--- src/rtl/cct_pkg.sv ---
package cct_pkg;
  typedef enum logic [1:0] {
    EDGE_RISE = 2'b00,
    EDGE_FALL = 2'b01,
    EDGE_BOTH = 2'b10,
    EDGE_NONE = 2'b11
  } edge_sel_e;

  localparam logic MODE_CMP = 1'b0;
  localparam logic MODE_CAP = 1'b1;
endpackage

--- src/rtl/cct_edge_det.sv ---
module cct_edge_det #(
  parameter int SYNC_STAGES = 2
) (
  input  logic       clk,
  input  logic       rst_n,
  input  logic       pin,
  input  logic [1:0] sel,
  output logic       hit
);
  import cct_pkg::*;

  logic [SYNC_STAGES-1:0] sync_q;
  logic                   prev_q;

  generate
    for (genvar i = 0; i < SYNC_STAGES; i++) begin : g_sync
      always_ff @(posedge clk or negedge rst_n) begin
        if (!rst_n) sync_q[i] <= 1'b0;
        else if (i == 0) sync_q[i] <= pin;
        else sync_q[i] <= sync_q[(i > 0) ? i - 1 : 0];
      end
    end
  endgenerate

  always_ff @(posedge clk or negedge rst_n) begin
    if (!rst_n) prev_q <= 1'b0;
    else prev_q <= sync_q[SYNC_STAGES-1];
  end

  logic now_s, rise, fall;
  assign now_s = sync_q[SYNC_STAGES-1];
  assign rise  = now_s & ~prev_q;
  assign fall  = ~now_s & prev_q;

  always_comb begin
    case (edge_sel_e'(sel))
      EDGE_RISE: hit = rise;
      EDGE_FALL: hit = fall;
      EDGE_BOTH: hit = rise | fall;
      default:   hit = 1'b0;
    endcase
  end
endmodule

--- src/rtl/cct_counter.sv ---
module cct_counter #(
  parameter int W = 16
) (
  input  logic         clk,
  input  logic         rst_n,
  input  logic         cap_mode,
  input  logic         tick,
  input  logic         load,
  input  logic [W-1:0] load_val,
  input  logic [W-1:0] reload_val,
  output logic [W-1:0] cnt,
  output logic         zero_hit
);
  logic mode_q;
  logic mode_chg;
  logic at_zero;

  assign mode_chg = cap_mode ^ mode_q;
  assign at_zero  = (cnt == '0);
  assign zero_hit = !cap_mode && !mode_chg && !load && tick && at_zero;

  always_ff @(posedge clk or negedge rst_n) begin
    if (!rst_n) mode_q <= 1'b0;
    else mode_q <= cap_mode;
  end

  always_ff @(posedge clk or negedge rst_n) begin
    if (!rst_n) begin
      cnt <= '0;
    end else if (mode_chg) begin
      cnt <= '0;
    end else if (cap_mode) begin
      if (tick) cnt <= cnt + 1'b1;
    end else if (load) begin
      cnt <= load_val;
    end else if (tick) begin
      cnt <= at_zero ? reload_val : cnt - 1'b1;
    end
  end
endmodule

--- src/rtl/cc_timer_chan.sv ---
module cc_timer_chan #(
  parameter int W           = 16,
  parameter int SYNC_STAGES = 2
) (
  input  logic         clk,
  input  logic         rst_n,
  input  logic         mode,
  input  logic [1:0]   edge_sel,
  input  logic         tmr_in,
  input  logic         tick,
  input  logic         wr_en,
  input  logic [W-1:0] wr_data,
  output logic [W-1:0] rd_data,
  output logic         irq
);
  import cct_pkg::*;

  logic         edge_hit;
  logic         cap_evt;
  logic         zero_hit;
  logic [W-1:0] cnt;
  logic [W-1:0] data_q;
  logic         irq_q;
  logic         is_cap;

  assign is_cap  = (mode == MODE_CAP);
  assign cap_evt = is_cap & edge_hit;

  cct_edge_det #(.SYNC_STAGES(SYNC_STAGES)) u_edge (
    .clk   (clk),
    .rst_n (rst_n),
    .pin   (tmr_in),
    .sel   (edge_sel),
    .hit   (edge_hit)
  );

  cct_counter #(.W(W)) u_cnt (
    .clk        (clk),
    .rst_n      (rst_n),
    .cap_mode   (is_cap),
    .tick       (tick),
    .load       (wr_en),
    .load_val   (wr_data),
    .reload_val (data_q),
    .cnt        (cnt),
    .zero_hit   (zero_hit)
  );

  always_ff @(posedge clk or negedge rst_n) begin
    if (!rst_n) begin
      data_q <= '0;
      irq_q  <= 1'b0;
    end else begin
      if (cap_evt) data_q <= cnt;
      else if (wr_en) data_q <= wr_data;
      irq_q <= zero_hit | cap_evt;
    end
  end

  assign rd_data = data_q;
  assign irq     = irq_q;
endmodule

--- config.mk ---
export PLATFORM = sky130hd
export DESIGN_NAME = cc_timer_chan
export DESIGN_NICKNAME = d
export VERILOG_FILES = /design/src/rtl/cct_pkg.sv /design/src/rtl/cct_edge_det.sv /design/src/rtl/cct_counter.sv /design/src/rtl/cc_timer_chan.sv
export SDC_FILE = /design/constraint.sdc
export NUM_CORES = 1
export LEC_CHECK = 0
export BUFFER_PORTS_ARGS = -buffer_cell sky130_fd_sc_hd__buf_2
export CORE_UTILIZATION = 45
export CTS_BUF_LIST = sky130_fd_sc_hd__clkbuf_8
export CTS_CLUSTER_DIAMETER = 200
export DETAILED_ROUTE_END_ITERATION = 8
export PLACE_DENSITY = 0.74
export SLEW_MARGIN = 15
export SYNTH_ARGS = -nofsm -noshare
export SYNTH_HDL_FRONTEND = slang
export SYNTH_SLANG_ARGS = --single-unit
--- constraint.sdc ---
create_clock -name clk -period 2.2 [get_ports clk]
set_input_delay 0.44 -clock clk [delete_from_list [all_inputs] [get_ports clk]]
set_output_delay 0.44 -clock clk [all_outputs]
set_load 0.01 [all_outputs]
== Word-level counts from Yosys, hierarchy flattened ==
Index checks and enable logic that the tools add are counted.
Operators by class
  bitwise operators: 8
  muxes and demuxes: 9
  equal/unequal tests: 3
  reductions and logical operators: 12
  $add $sub $neg: 2
Operators with widths (number)
  2-to-1 mux 16 bit: 8
  adder 16 x 1 -> 16 bit (second input constant): 1
  zero test 16 bit: 1
  subtractor 16 x 1 -> 16 bit (second input constant): 1
  logical AND 1 bit: 4
  AND 1 bit: 3
  zero test 1 bit: 3
  inequality test 3 x 1 -> 1 bit (second input constant): 1
  case mux 1 bit (3 select lines): 1
  nonzero test 3 bit: 1
  equality test 2 x 1 -> 1 bit (second input constant): 1
  equality test 2 bit (second input constant): 1
  zero test 2 bit: 1
  NOT 1 bit: 2
  bitwise OR 1 bit: 2
  AND reduction 2 bit: 1
  nonzero test 2 bit: 1
  XOR 1 bit: 1
Storage, ports and cells
  bits in registers: 37

== Logic depth before layout (Yosys ltp) ==
Gate-level depths: netlist of run 1.
  depth after elaboration: 7
  gate-level depth with buffers: 11
  mapped depth without buffers: 8

== Cells and area by module ==
Synthesis of run 1 repeated with hierarchy kept, for this count alone.
Second synthesis, totals
  cells, all modules: 349
  area total of the unflattened synthesis: 2985.4 um^2
Modules (own cells, without submodules)
  cct_counter: cells an instance 264, area an instance 1986.9 um^2, times used 1
  cc_timer_chan: cells an instance 75, area an instance 868.3 um^2, times used 1
  cct_edge_det: cells an instance 10, area an instance 130.1 um^2, times used 1

== Worst setup path before layout of run 1 ==
No wires, ideal clock.
  kind: input-to-reg
  from: in mode
  to: reg u_cnt.cnt[4]
  path slack: -0.352 ns
  library setup time: 0.082 ns
  stages on the path: 11
  arrival time: 2.470 ns
  path through: clkbuf_1 > inv_1 > ha_1 > clkbuf_1 > or3_1 > clkbuf_1 > clkbuf_1 > nand3_1 > o21ai_0 > a211o_1 > a31oi_1
On the way
  word-level cells in the longest chain between the ends: 3
  elaborated cells on any way between the ends: 6
Ends and longest elaborated chain
  from (decl): line cc_timer_chan.sv:7  | input logic mode,
  XOR 1 bit: line cct_counter.sv:18  | assign mode_chg = cap_mode ^ mode_q;
  inequality test 3 x 1 -> 1 bit (no line) or nonzero test 3 bit (tied branches)
  AND reduction 2 bit (no line)
  to (signal assigned): line cct_counter.sv:33  | if (tick) cnt <= cnt + 1'b1;
  to (signal assigned): line cct_counter.sv:35  | cnt <= load_val;
  to (signal assigned): line cct_counter.sv:37  | cnt <= at_zero ? reload_val : cnt - 1'b1;
  to (decl): line cct_counter.sv:11  | output logic [W-1:0] cnt,
Several ways; a longest one is shown, not always the timed one.
A chain may end at the register's enable or synchronous reset.

== Worst setup path in the final report of run 1 ==
  from: reg u_cnt.cnt[0]
  to: reg u_cnt.cnt[12]
On the way
  word-level cells in the longest chain between the ends: 6
  elaborated cells on any way between the ends: 9
Ends and longest elaborated chain
  subtractor 16 x 1 -> 16 bit or zero test 16 bit (tied branches): line cct_counter.sv:37, cct_counter.sv:19
  2-to-1 mux 16 bit: line cct_counter.sv:37
  2-to-1 mux 16 bit: line cct_counter.sv:36  | end else if (tick) begin
  2-to-1 mux 16 bit: line cct_counter.sv:34  | end else if (load) begin
  2-to-1 mux 16 bit (*): line cct_counter.sv:32  | end else if (cap_mode) begin
  2-to-1 mux 16 bit (*): line cct_counter.sv:30  | end else if (mode_chg) begin
Mark *: on every way between the ends. The rest lies on a longest branch, timed or not. The select of a mux whose other input is x is not followed.

==> flow_summary.ini, run 1 <==
[sta]
final.setup_skew_ns = 0.00550
finalSetupViolCount = 1
timing.setup.tns_ns = -0.00250
setup_ws_ns = -0.00250
period_needed_ns = 2.20
maxSlewViolCount = 0
holdWs_ns = 0.0926
rsz0062_at_grt = true
hold_viol = 0
tightestPinTransition_ns = 0.511
max-slew-margin-rel_pct = 66.0
fin_crit_sh_pct = 100
max_freq_mhz = 454

[drt]
drtPass1Iterations = 5
avgViaCountPerCell = 6.12
wl_um = 7860
final_antenna_net_count = 0
drtIter0Drc = 284
remaining_drc_errors = 0
vias = 2866
wl_per_cell_um = 16.8

[critical_path]
endpoint_kind = flop
crit_family = simple AND/OR/NAND/NOR gates
cp_max_fo = 4
path_class = flop to flop
required_ns = 2.43
cp.arrival_ns = 2.43
worstSetupStartpointType = flop
cp_slowest_cell = or4_1
path_cells = inv_4 > ha_4 > or4b_4 > nand3b_1 > o21ai_2 > a21oi_1 > or4_1 > a21oi_2
worst-path-buf-inv = 1
max_stage_delay_ns = 0.49

[power_and_ir_drop]
power_leakage_uw = 0.00154
p_per_area_nw_per_um2 = 682
vdd_drop_max_mv = 0.266
seqPwrFrac_pct = 37.5
swShare_pct = 36.7
p_comb_share_pct = 40.3
p_clk_share_pct = 22.1
p_int_uw = 1440
p_sw_uw = 835

[clock_tree]
cts_root_buffer = clkbuf_8
clock_path_buffers = 2
h-tree-depth = 2
clock_latency_ns = 0.30
cts_buffers = 5
tritoncts = done
clkSlewWorstSetupHoldPaths_ns = 0.08
clock-sinks = 37
ctsHoldBuffers = 0

[global_routing]
grt_pass1_vias = 2653
antenna_found_initial = 0
use_met2_pct = 43.0
top_usage_layer = met2
grt_util_met3_pct = 3.54
grt_pass1_wl_um = 12700
grt_max_degree = 32
track_usage_pct = 26.0
grt_remaining_overflow = 0
gr-usage-met1_pct = 34.5

[placement]
gp_congestion = 0.992
portBuffers = 40
hpwl_um = 5570
post_dp_cell_area_um2 = 3160

[logic_synthesis]
synth_nets = 367
async_flop_share_pct = 100
netlist_area_um2 = 2730
synth.yosys.warnings = 0
synth_edf_count = 0
synth.avg_cell_area_um2 = 8.09
ys_seq_elements = 37
syn_inst = 337
ys_types = 54
synth-main-ff-cell = dfrtp_1
synth_seq_area_share_pct = 34.0

[floorplanning]
core-area_um2 = 5680
start_util_pct = 48.0
num_rows = 27
ios = 41
die_w_um = 79.8
dieArea_um2 = 6370
fp.dieH_um = 79.8

[cells_and_area]
drive_gt1_share_pct = 27.3
postLayoutCoreUtil_pct = 58.8
stdcell_area_um2 = 3340
layout.nets = 425
area_growth_pct = 22.4
diodes = 0

[status]
status = finished, violations left
violations = negative setup slack

[min_path]
min_path_type = primary input to async pin

[run]
drv_cap = 0
area by class of cell:
type                            instances  area [um^2]
Clock buffer                            6         82.6
Clock inverter                          2         7.51
Multi-Input combinational cell        261         1680
Fill cell                             547         2340
Timing Repair Buffer                   81          508
Tap cell                               72         90.1
Inverter                                9         41.3
Sequential cell                        37          927
cell usage in the layout (no fill, tap or decap), drive strengths merged, types with 3 or more instances in the layout:
master and instances:
a221oi 3, or4 3, nor3 9, nand2 27, nor2b 3, ha 6, and2 3, o21ai 17
a211o 12, a21oi 29, clkbuf 6, nor2 44, and4 5, inv 11, mux2i 13, nand2b 8
dfrtp 37, nor4 3, a31oi 15, nand4 3, nand3 12, xnor2 10, buf 81, o31ai 5
per-layer routing:
layer | vias up | share of wire, %
met5 | - | 0
met2 | 133 | 47
li1 | 1336 | -
met4 | 0 | 2.2
met3 | 19 | 5.7
met1 | 1378 | 46
kinds of logic (layout without fill, tap and decap cells):
logic type	count (synthesis)	after routing	synth area share, %
AND/OR/NAND/NOR	132	132	24.4
XOR/XNOR	11	11	3.54
multiplexers	13	13	4.77
adder cells (fa/ha/maj)	6	6	2.75
buffers and inverters	39	98	6.75
AO/OA/AOI/OAI	99	99	23.8
flip-flops	37	37	34.0
synthesized netlist by cell type (2+ instances only):
master,count,area share [%]
nor2_1,43,5.9
dfrtp_1,37,34
a21oi_1,28,5.1
nand2_1,27,3.7
clkbuf_1,23,3.2
a31oi_1,15,3.4
o21ai_0,14,2.6
mux2i_1,13,4.8
nand3_1,12,2.2
a211o_1,11,3.5
xnor2_1,10,3.2
inv_1,9,1.2
nand2b_1,8,1.8
nor3_1,8,1.5
ha_1,6,2.8
and4_1,5,1.6
o31ai_1,5,1.4
a221oi_1,3,0.96
buf_2,3,0.55
buf_6,3,1.2
nand4_1,3,0.69
nor2b_1,3,0.69
o21ai_1,3,0.55
or4_1,3,0.83
a21o_1,2,0.55
a22oi_1,2,0.55
a2bb2oi_1,2,0.64
a311o_1,2,0.73
and2_1,2,0.46
and3_1,2,0.46
nand3b_1,2,0.55
nor3b_1,2,0.55
nor4_1,2,0.46
o22ai_1,2,0.46
o2bb2ai_1,2,0.64
or3_1,2,0.46
state kept, by name, indices dropped and copies added (netlist names):
| name | cells |
|---|---|
| u_cnt.mode_q | 1 |
| irq | 1 |
| u_edge.sync_q | 1 |
| u_cnt.cnt | 16 |
| rd_data | 16 |
| u_edge.now_s | 1 |
| u_edge.prev_q | 1 |
worst paths after layout:
path | start | to | slack (ns) | cells after the start
hold reg to reg | u_edge.sync_q[0]$_DFF_PN0_ | u_edge.now_s$_DFF_PN0_ | 0.36 | 0
min in group clk | tmr_in | u_edge.sync_q[0]$_DFF_PN0_ | 0.25 | 1
setup / recovery | u_cnt.cnt[0]$_DFFE_PN0P_ | u_cnt.cnt[12]$_DFFE_PN0P_ | -0.002 | 8
hold / removal | rst_n | u_cnt.cnt[14]$_DFFE_PN0P_ | 0.09 | 1
max in group asynchronous | rst_n | rd_data[4]$_DFFE_PN0P_ | 1.48 | 2
setup reg to reg | u_cnt.cnt[0]$_DFFE_PN0P_ | u_cnt.cnt[12]$_DFFE_PN0P_ | -0.002 | 8
through the flow:
step	cells	worst slack, ns	power (uW)
after floorplan	337	0.00166	1400
after global placement	456	0.0286	1680
after detailed placement	456	-0.0650	1700
after CTS	466	0.0310	2220
after global routing	468	-0.0769	2400
final	468	-0.00250	2280
worst reg2reg max path, stage by stage (launching register included):
cell and delay (ns):
dfrtp_2 0.43, inv_4 0.07, ha_4 0.12, or4b_4 0.47, nand3b_1 0.24, o21ai_2 0.11
a21oi_1 0.07, or4_1 0.49, a21oi_2 0.13
what timing repair did:
item	CTS	global route
setup endpoints to repair	11	8
gates cloned	0	0
setup buffers	2	2
resized for setup	3	11
pin swaps	2	5
power groups by stage:
stage / registers, uW / logic (uW) / clock network [uW]
after floorplan: 865 / 530 / 0
after global placement: 861 / 815 / 0
after detailed placement: 863 / 835 / 0
after CTS: 851 / 861 / 507
after global routing: 865 / 1000 / 536
final: 855 / 918 / 504
(Power assumes the default switching activity.)
==> run 2, diff against run 1 <==
--- a/config.mk
+++ b/config.mk
@@ -5,12 +5,13 @@
 export SDC_FILE = /design/constraint.sdc
 export NUM_CORES = 1
 export LEC_CHECK = 0
-export BUFFER_PORTS_ARGS = -buffer_cell sky130_fd_sc_hd__buf_2
+export ABC_AREA = 1
 export CORE_UTILIZATION = 45
 export CTS_BUF_LIST = sky130_fd_sc_hd__clkbuf_8
-export CTS_CLUSTER_DIAMETER = 200
+export CTS_CLUSTER_DIAMETER = 50
 export DETAILED_ROUTE_END_ITERATION = 8
-export PLACE_DENSITY = 0.74
+export DONT_BUFFER_PORTS = 1
+export PLACE_DENSITY = 0.68
 export SLEW_MARGIN = 15
 export SYNTH_ARGS = -nofsm -noshare
 export SYNTH_HDL_FRONTEND = slang
==> run 2 against run 1 <==
Compared with the run above:
- the run ends with design-rule violations left
- clock skew is 0.0022 ns higher
- first-iteration DRC count decreased by 33%
- power is 3.4% lower
- non-clock buffer count down 73
- sequential power is 9.7% higher
- maximum frequency is 14% higher
- largest power group is now registers
- critical path depth is 3 higher
- wire length decreased by 5.7%
- sequential share of layout area is 1.5 points higher
- combinational power shrank 14%
==> flow_summary.ini, run 2 <==
[clock_tree]
clock-sinks = 37
clock_path_buffers = 2
clkSlewWorstSetupHoldPaths_ns = 0.07
ctsResizeCount = 0
clock_latency_ns = 0.30
cts_buffers = 5
h-tree-depth = 2
tritoncts = done
cts_root_buffer = clkbuf_8

[global_routing]
grt_util_met3_pct = 4.72
use_met2_pct = 37.0
grt_max_degree = 40
gr-usage-met1_pct = 29.5
grt_remaining_overflow = 0
top_usage_layer = met2
track_usage_pct = 22.6
antenna_found_initial = 0
grt_pass1_wl_um = 12900
grt_pass1_vias = 2790

[cells_and_area]
drive_gt1_share_pct = 7.52
fillers = 660
final_common_cell = nand2_1
diodes = 0
mostFrequentLayoutCells = nand2_1 (174), inv_1 (55), nand3_1 (55), nor2_1 (46), dfrtp_1 (37)
stdcell_count = 556
area_growth_pct = 2.60
stdcell_area_um2 = 3160
layout.nets = 508

[sta]
timing.setup.tns_ns = 0
period_needed_ns = 1.94
finalSetupViolCount = 0
hold_viol = 0
final.setup_skew_ns = 0.00769
fin_crit_sh_pct = 88.1
max_freq_mhz = 516
tightestPinTransition_ns = 0.461
max-slew-margin-rel_pct = 69.2
maxSlewViolCount = 0
rsz0062_at_grt = false

[placement]
gp_congestion = 0.923
dp.cells = 546
hpwl_um = 5340
portBuffers = 0
post_dp_cell_area_um2 = 3050

[power_and_ir_drop]
swShare_pct = 42.0
power_leakage_uw = 0.00166
p_comb_share_pct = 35.8
p_clk_share_pct = 21.5
vdd_drop_max_mv = 0.307
seqPwrFrac_pct = 42.7
p_int_uw = 1280
p_per_area_nw_per_um2 = 696
p_sw_uw = 924
p_total_uw = 2200

[critical_path]
r2r.worst_path.cells = 11
timing.rr.end = u_cnt.cnt[14]$_DFFE_PN0P_
path_class = flop to flop
cp.arrival_ns = 2.13
endpoint_kind = flop
required_ns = 2.39
cp_max_fo = 17
r2r_start = u_cnt.cnt[0]$_DFFE_PN0P_
r2r_setup_slack_ns = 0.26
worstSetupStartpointType = flop

[floorplanning]
dieArea_um2 = 7180
core-area_um2 = 6490
start_util_pct = 47.4
die_w_um = 84.7
fp.dieH_um = 84.7
num_rows = 29
ios = 41

[min_path]
hp-start = tmr_in
min_path_type = primary input to flop
whs_path_depth = 0
hold_end = u_edge.sync_q[0]$_DFF_PN0_

[logic_synthesis]
synth-main-ff-cell = dfrtp_1
synth_edf_count = 0
syn_inst = 492
ys_top_cells_by_count = nand2_1 (174), nand3_1 (55), inv_1 (54), nor2_1 (46), dfrtp_1 (37)
synth_top_cell_by_area = dfrtp_1
synth.area.top_cells = dfrtp_1 (30%), nand2_1 (21%), nand3_1 (8.9%)
ys_seq_elements = 37
synth.yosys.warnings = 0
synth_nets = 522
synth.most_common_cell = nand2_1
synth.avg_cell_area_um2 = 6.26
synth_seq_area_share_pct = 30.1
netlist_area_um2 = 3080
ys_types = 29
async_flop_share_pct = 100
synth_top_area_share_pct = 30.1

[drt]
drtPass1Iterations = 8
remaining_drc_errors = 3
wl_um = 7410
wl_per_cell_um = 13.3
final_antenna_net_count = 0
avgViaCountPerCell = 5.26
vias = 2927
drtIter0Drc = 190

[run]
drv_cap = 0

[status]
status = finished, violations left
violations = design-rule violations
==> run 2: cell types whose count changed after synthesis, moves of 11 or more <==
cell      delta
a211o_1     -11
a31oi_1     -15
clkbuf_1    -15
inv_1       +45
mux2i_1     -13
nand2_1    +147
nand3_1     +43
o21ai_0     +12
==> run 2: final cells by class <==
| cell class | count | area [um^2] | area share [%] |
|---|---|---|---|
| well taps | 77 | 96.3 | 3.05 |
| multi-input cells | 369 | 1770 | 55.9 |
| clock buffers | 5 | 68.8 | 2.18 |
| flip-flops and latches | 37 | 926 | 29.3 |
| inverters | 57 | 214 | 6.77 |
| repair buffers | 8 | 75.1 | 2.38 |
| clock inverters | 3 | 13.8 | 0.436 |
==> run 2: worst max path at each step <==
stage / from / endpoint
finish: u_cnt.cnt[0]$_DFFE_PN0P_ / u_cnt.cnt[14]$_DFFE_PN0P_
global route: u_cnt.cnt[0]$_DFFE_PN0P_ / u_cnt.cnt[10]$_DFFE_PN0P_
CTS: u_cnt.cnt[0]$_DFFE_PN0P_ / u_cnt.cnt[14]$_DFFE_PN0P_
detailed placement: u_cnt.cnt[0]$_DFFE_PN0P_ / u_cnt.cnt[14]$_DFFE_PN0P_
global placement: u_cnt.cnt[0]$_DFFE_PN0P_ / u_cnt.cnt[14]$_DFFE_PN0P_
floorplan: mode / u_cnt.cnt[11]$_DFFE_PN0P_
==> run 2: cells by family after synthesis <==
kind of cell               share of synthesized area, %
AOI/OAI and AO/OA                                  11.5
xor gates and xnor gates                           1.14
adders and majority gates                          2.44
buffers and inverters                              12.6
DFF                                                30.1
and+or+nand+nor                                    42.2
==> run 2: stage by stage <==
stage / hold WS (ns) / worst slack [ns] / utilization [%]
after floorplan: 0.144 / 0.0570 / -
after global placement: 0.145 / 0.344 / 46.9
after detailed placement: 0.145 / 0.263 / 46.9
after CTS: 0.157 / 0.252 / 48.6
after global routing: 0.154 / 0.0394 / 48.6
final: 0.169 / 0.261 / 48.6
==> run 2: power by group through the flow <==
stage	combinational (uW)	clock, uW	sequential (uW)
final	787	474	938
after CTS	791	497	939
after global routing	911	508	958
after floorplan	759	0	852
after detailed placement	767	0	952
after global placement	757	0	951
==> run 2: routing by layer <==
metal	wire length [um]	share of wire, %
met1	3410	46
met2	3440	46
met3	415	5.6
met4	144	1.9
met5	0	0
==> run 2: worst max-delay path, stage by stage, from the launching register on <==
cell and delay (ns):
dfrtp_1 0.45, inv_1 0.19, ha_1 0.24, nand2_2 0.11
nor2_8 0.21, nand2_4 0.18, nand2_2 0.17, nand2_1 0.06
nand2_1 0.07, nand2_1 0.04, nand2_1 0.06, nand2_1 0.04
==> run 2: repair_timing <==
| item | CTS | global route |
|---|---|---|
| hold endpoints to repair | 37 | 0 |
| buffers inserted | 0 | 0 |
| hold buffers | 2 | 0 |
==> run 3, diff against run 2 <==
--- a/config.mk
+++ b/config.mk
@@ -15,4 +15,5 @@
 export SLEW_MARGIN = 15
 export SYNTH_ARGS = -nofsm -noshare
 export SYNTH_HDL_FRONTEND = slang
+export SYNTH_HIERARCHICAL = 1
 export SYNTH_SLANG_ARGS = --single-unit
==> run 3 against run 2 <==
Compared with the run above:
- the flow now finishes without violations
- design area increased by 4.1%
- power increased by 2.2%
- critical path depth decreased by 2
- cell count increased by 4.7%
- worst setup slack improved by 0.012 ns
- sequential cell count unchanged
- first-iteration DRC count unchanged
- synthesized cell count increased by 2.0%
- worst hold slack got worse by 0.0017 ns
- maximum frequency increased by 0.62%
- clock-buffer cell count unchanged
- core utilization decreased by 1.0 points
- critical path type unchanged
- critical endpoint is now u_cnt/cnt[11]$_DFFE_PN0P_
- largest cell class unchanged
- highest routed layer unchanged
==> flow_summary.ini, run 3 <==
[critical_path]
r2r_setup_slack_ns = 0.27
path_class = flop to flop
worstSetupStartpointType = flop
r2r.worst_path.cells = 9
r2r_start = u_cnt/cnt[0]$_DFFE_PN0P_
required_ns = 2.39
cp.arrival_ns = 2.12
timing.rr.end = u_cnt/cnt[11]$_DFFE_PN0P_
cp_max_fo = 12
endpoint_kind = flop

[min_path]
whs_path_depth = 0
hold_end = u_edge/sync_q[0]$_DFF_PN0_
hp-start = tmr_in
min_path_type = primary input to flop

[global_routing]
grt_pass1_wl_um = 14100
grt_pass1_vias = 2911
grt_remaining_overflow = 0
track_usage_pct = 23.7
antenna_found_initial = 0
grt_max_degree = 42

[sta]
final.setup_skew_ns = 0.00527
tightestPinTransition_ns = 0.424
timing.setup.tns_ns = 0
fin_crit_sh_pct = 87.6
holdWs_ns = 0.167
max-slew-margin-rel_pct = 71.7
period_needed_ns = 1.93
max_freq_mhz = 519
rsz0062_at_grt = false
maxSlewViolCount = 0
finalSetupViolCount = 0
hold_viol = 0

[power_and_ir_drop]
p_per_area_nw_per_um2 = 684
power_leakage_uw = 0.00165
vdd_drop_max_mv = 0.234

[drt]
final_antenna_net_count = 0
avgViaCountPerCell = 5.25
vias = 3057
drtIter0Drc = 190
wl_per_cell_um = 14.3
wl_um = 8310
remaining_drc_errors = 0
drtPass1Iterations = 5

[clock_tree]
h-tree-depth = 2
clkSlewWorstSetupHoldPaths_ns = 0.08
cts_buffers = 5
clock_path_buffers = 2
ctsResizeCount = 0
clock_latency_ns = 0.29
cts_root_buffer = clkbuf_8
clock-sinks = 37
tritoncts = done

[logic_synthesis]
synth.yosys.warnings = 6
synth_nets = 532
async_flop_share_pct = 100
synth.most_common_cell = nand2_1
netlist_area_um2 = 3270
synth_compound_area_share_pct = 10.7
yosys.area_share.simple_pct = 42.6
synth_edf_count = 0
ys_top_cells_by_count = nand2_1 (163), nand3_1 (55), inv_1 (50), nor2_1 (39), dfrtp_1 (37)
synth.avg_cell_area_um2 = 6.52
synthXorXnorAreaFrac_pct = 1.87
synthAdderAreaFrac_pct = 2.29
synth_top_cell_by_area = dfrtp_1
synth_seq_area_share_pct = 28.3
muxShareOfSynthArea_pct = 0
synth_top_family_by_area = simple AND/OR/NAND/NOR gates
syn_inst = 502
ys_types = 38
synth-main-ff-cell = dfrtp_1
synth_top_area_share_pct = 28.3
synth.area.top_cells = dfrtp_1 (28%), nand2_1 (19%), nand3_1 (8.4%)
ys_seq_elements = 37

[floorplanning]
num_rows = 30
ios = 41
dieArea_um2 = 7620
core-area_um2 = 6910
start_util_pct = 47.4
die_w_um = 87.3
fp.dieH_um = 87.3

[cells_and_area]
final_common_cell = nand2_1
mostFrequentLayoutCells = nand2_1 (163), nand3_1 (55), inv_1 (50), nor2_1 (39), dfrtp_1 (37)
stdcell_area_um2 = 3290
drive_gt1_share_pct = 11.9
diodes = 0
fillers = 746
layout.nets = 515
area_growth_pct = 0.459

[placement]
post_dp_cell_area_um2 = 3170
hpwl_um = 5940
gp_congestion = 0.927
portBuffers = 0

[status]
status = finished clean

[run]
drv_cap = 0
-- run 3: power breakdown --
part,switching [uW],internal (uW)
clock network,264,219
logic,520,299
registers,177,769
-- run 3: routing by layer --
layer  routed length (um)  track usage, %  up-vias
li1                     -               -     1546
met1                 3790            31.1     1429
met2                 4040            40.3       73
met3                  367            3.79        9
met4                  102            6.11        0
met5                    0               0        -
-- run 3: how the worst max path moves through the flow --
stage | start | endpoint | cells past startpoint | slack, ns
CTS | u_cnt/cnt[0]$_DFFE_PN0P_ | u_cnt/cnt[11]$_DFFE_PN0P_ | 9 | 0.29
detailed placement | u_cnt/cnt[0]$_DFFE_PN0P_ | u_cnt/cnt[11]$_DFFE_PN0P_ | 9 | 0.30
floorplan | mode | u_cnt/cnt[6]$_DFFE_PN0P_ | 9 | 0.41
global route | u_cnt/cnt[0]$_DFFE_PN0P_ | u_cnt/cnt[11]$_DFFE_PN0P_ | 9 | 0.04
global placement | u_cnt/cnt[0]$_DFFE_PN0P_ | u_cnt/cnt[12]$_DFFE_PN0P_ | 10 | 0.37
finish | u_cnt/cnt[0]$_DFFE_PN0P_ | u_cnt/cnt[11]$_DFFE_PN0P_ | 9 | 0.27
-- run 3: what timing repair did --
action                                  in CTS  in global routing
hold buffers                                 2                  0
hold endpoints to repair                    37                  0
setup buffers                                0                  0
endpoints found under the setup margin       0                  0
-- run 3: worst max-delay path, cell delays in order (launching register included) --
cell and delay (ns):
dfrtp_1 0.42, inv_1 0.19, ha_1 0.21, nand2_1 0.09, nor2_4 0.15, nand3_2 0.29
o21ai_0 0.24, o21ai_0 0.12, nand2_1 0.07, nand2_1 0.04
-- run 3: layout make-up --
cell class                      count  area, um^2  share of cell area [%]
Timing Repair Buffer                6        60.1                    1.83
Inverter                           57         214                    6.51
Clock buffer                        5        68.8                    2.09
Tap cell                           96         120                    3.65
Multi-Input combinational cell    378        1880                    57.2
Clock inverter                      3        17.5                   0.533
Sequential cell                    37         926                    28.2
-- run 3: kinds of logic (layout without fill, tap and decap cells) --
family                   count (synthesis)  after routing
buffers and inverters                   87             71
adder cells (fa/ha/maj)                  6              6
AO/OA/AOI/OAI                           62             62
flip-flops                              37             37
XOR/XNOR                                 7              7
AND/OR/NAND/NOR                        303            303
-- run 3: stage by stage --
stage                     util (%)  total power, uW  setup slack, ns  cells
after floorplan                  -             1650            0.409    502
after global placement        45.9             1740            0.372    572
after detailed placement      45.9             1750            0.303    572
after CTS                     47.6             2260            0.291    582
after global routing          47.6             2430           0.0407    582
final                         47.6             2250            0.273    582
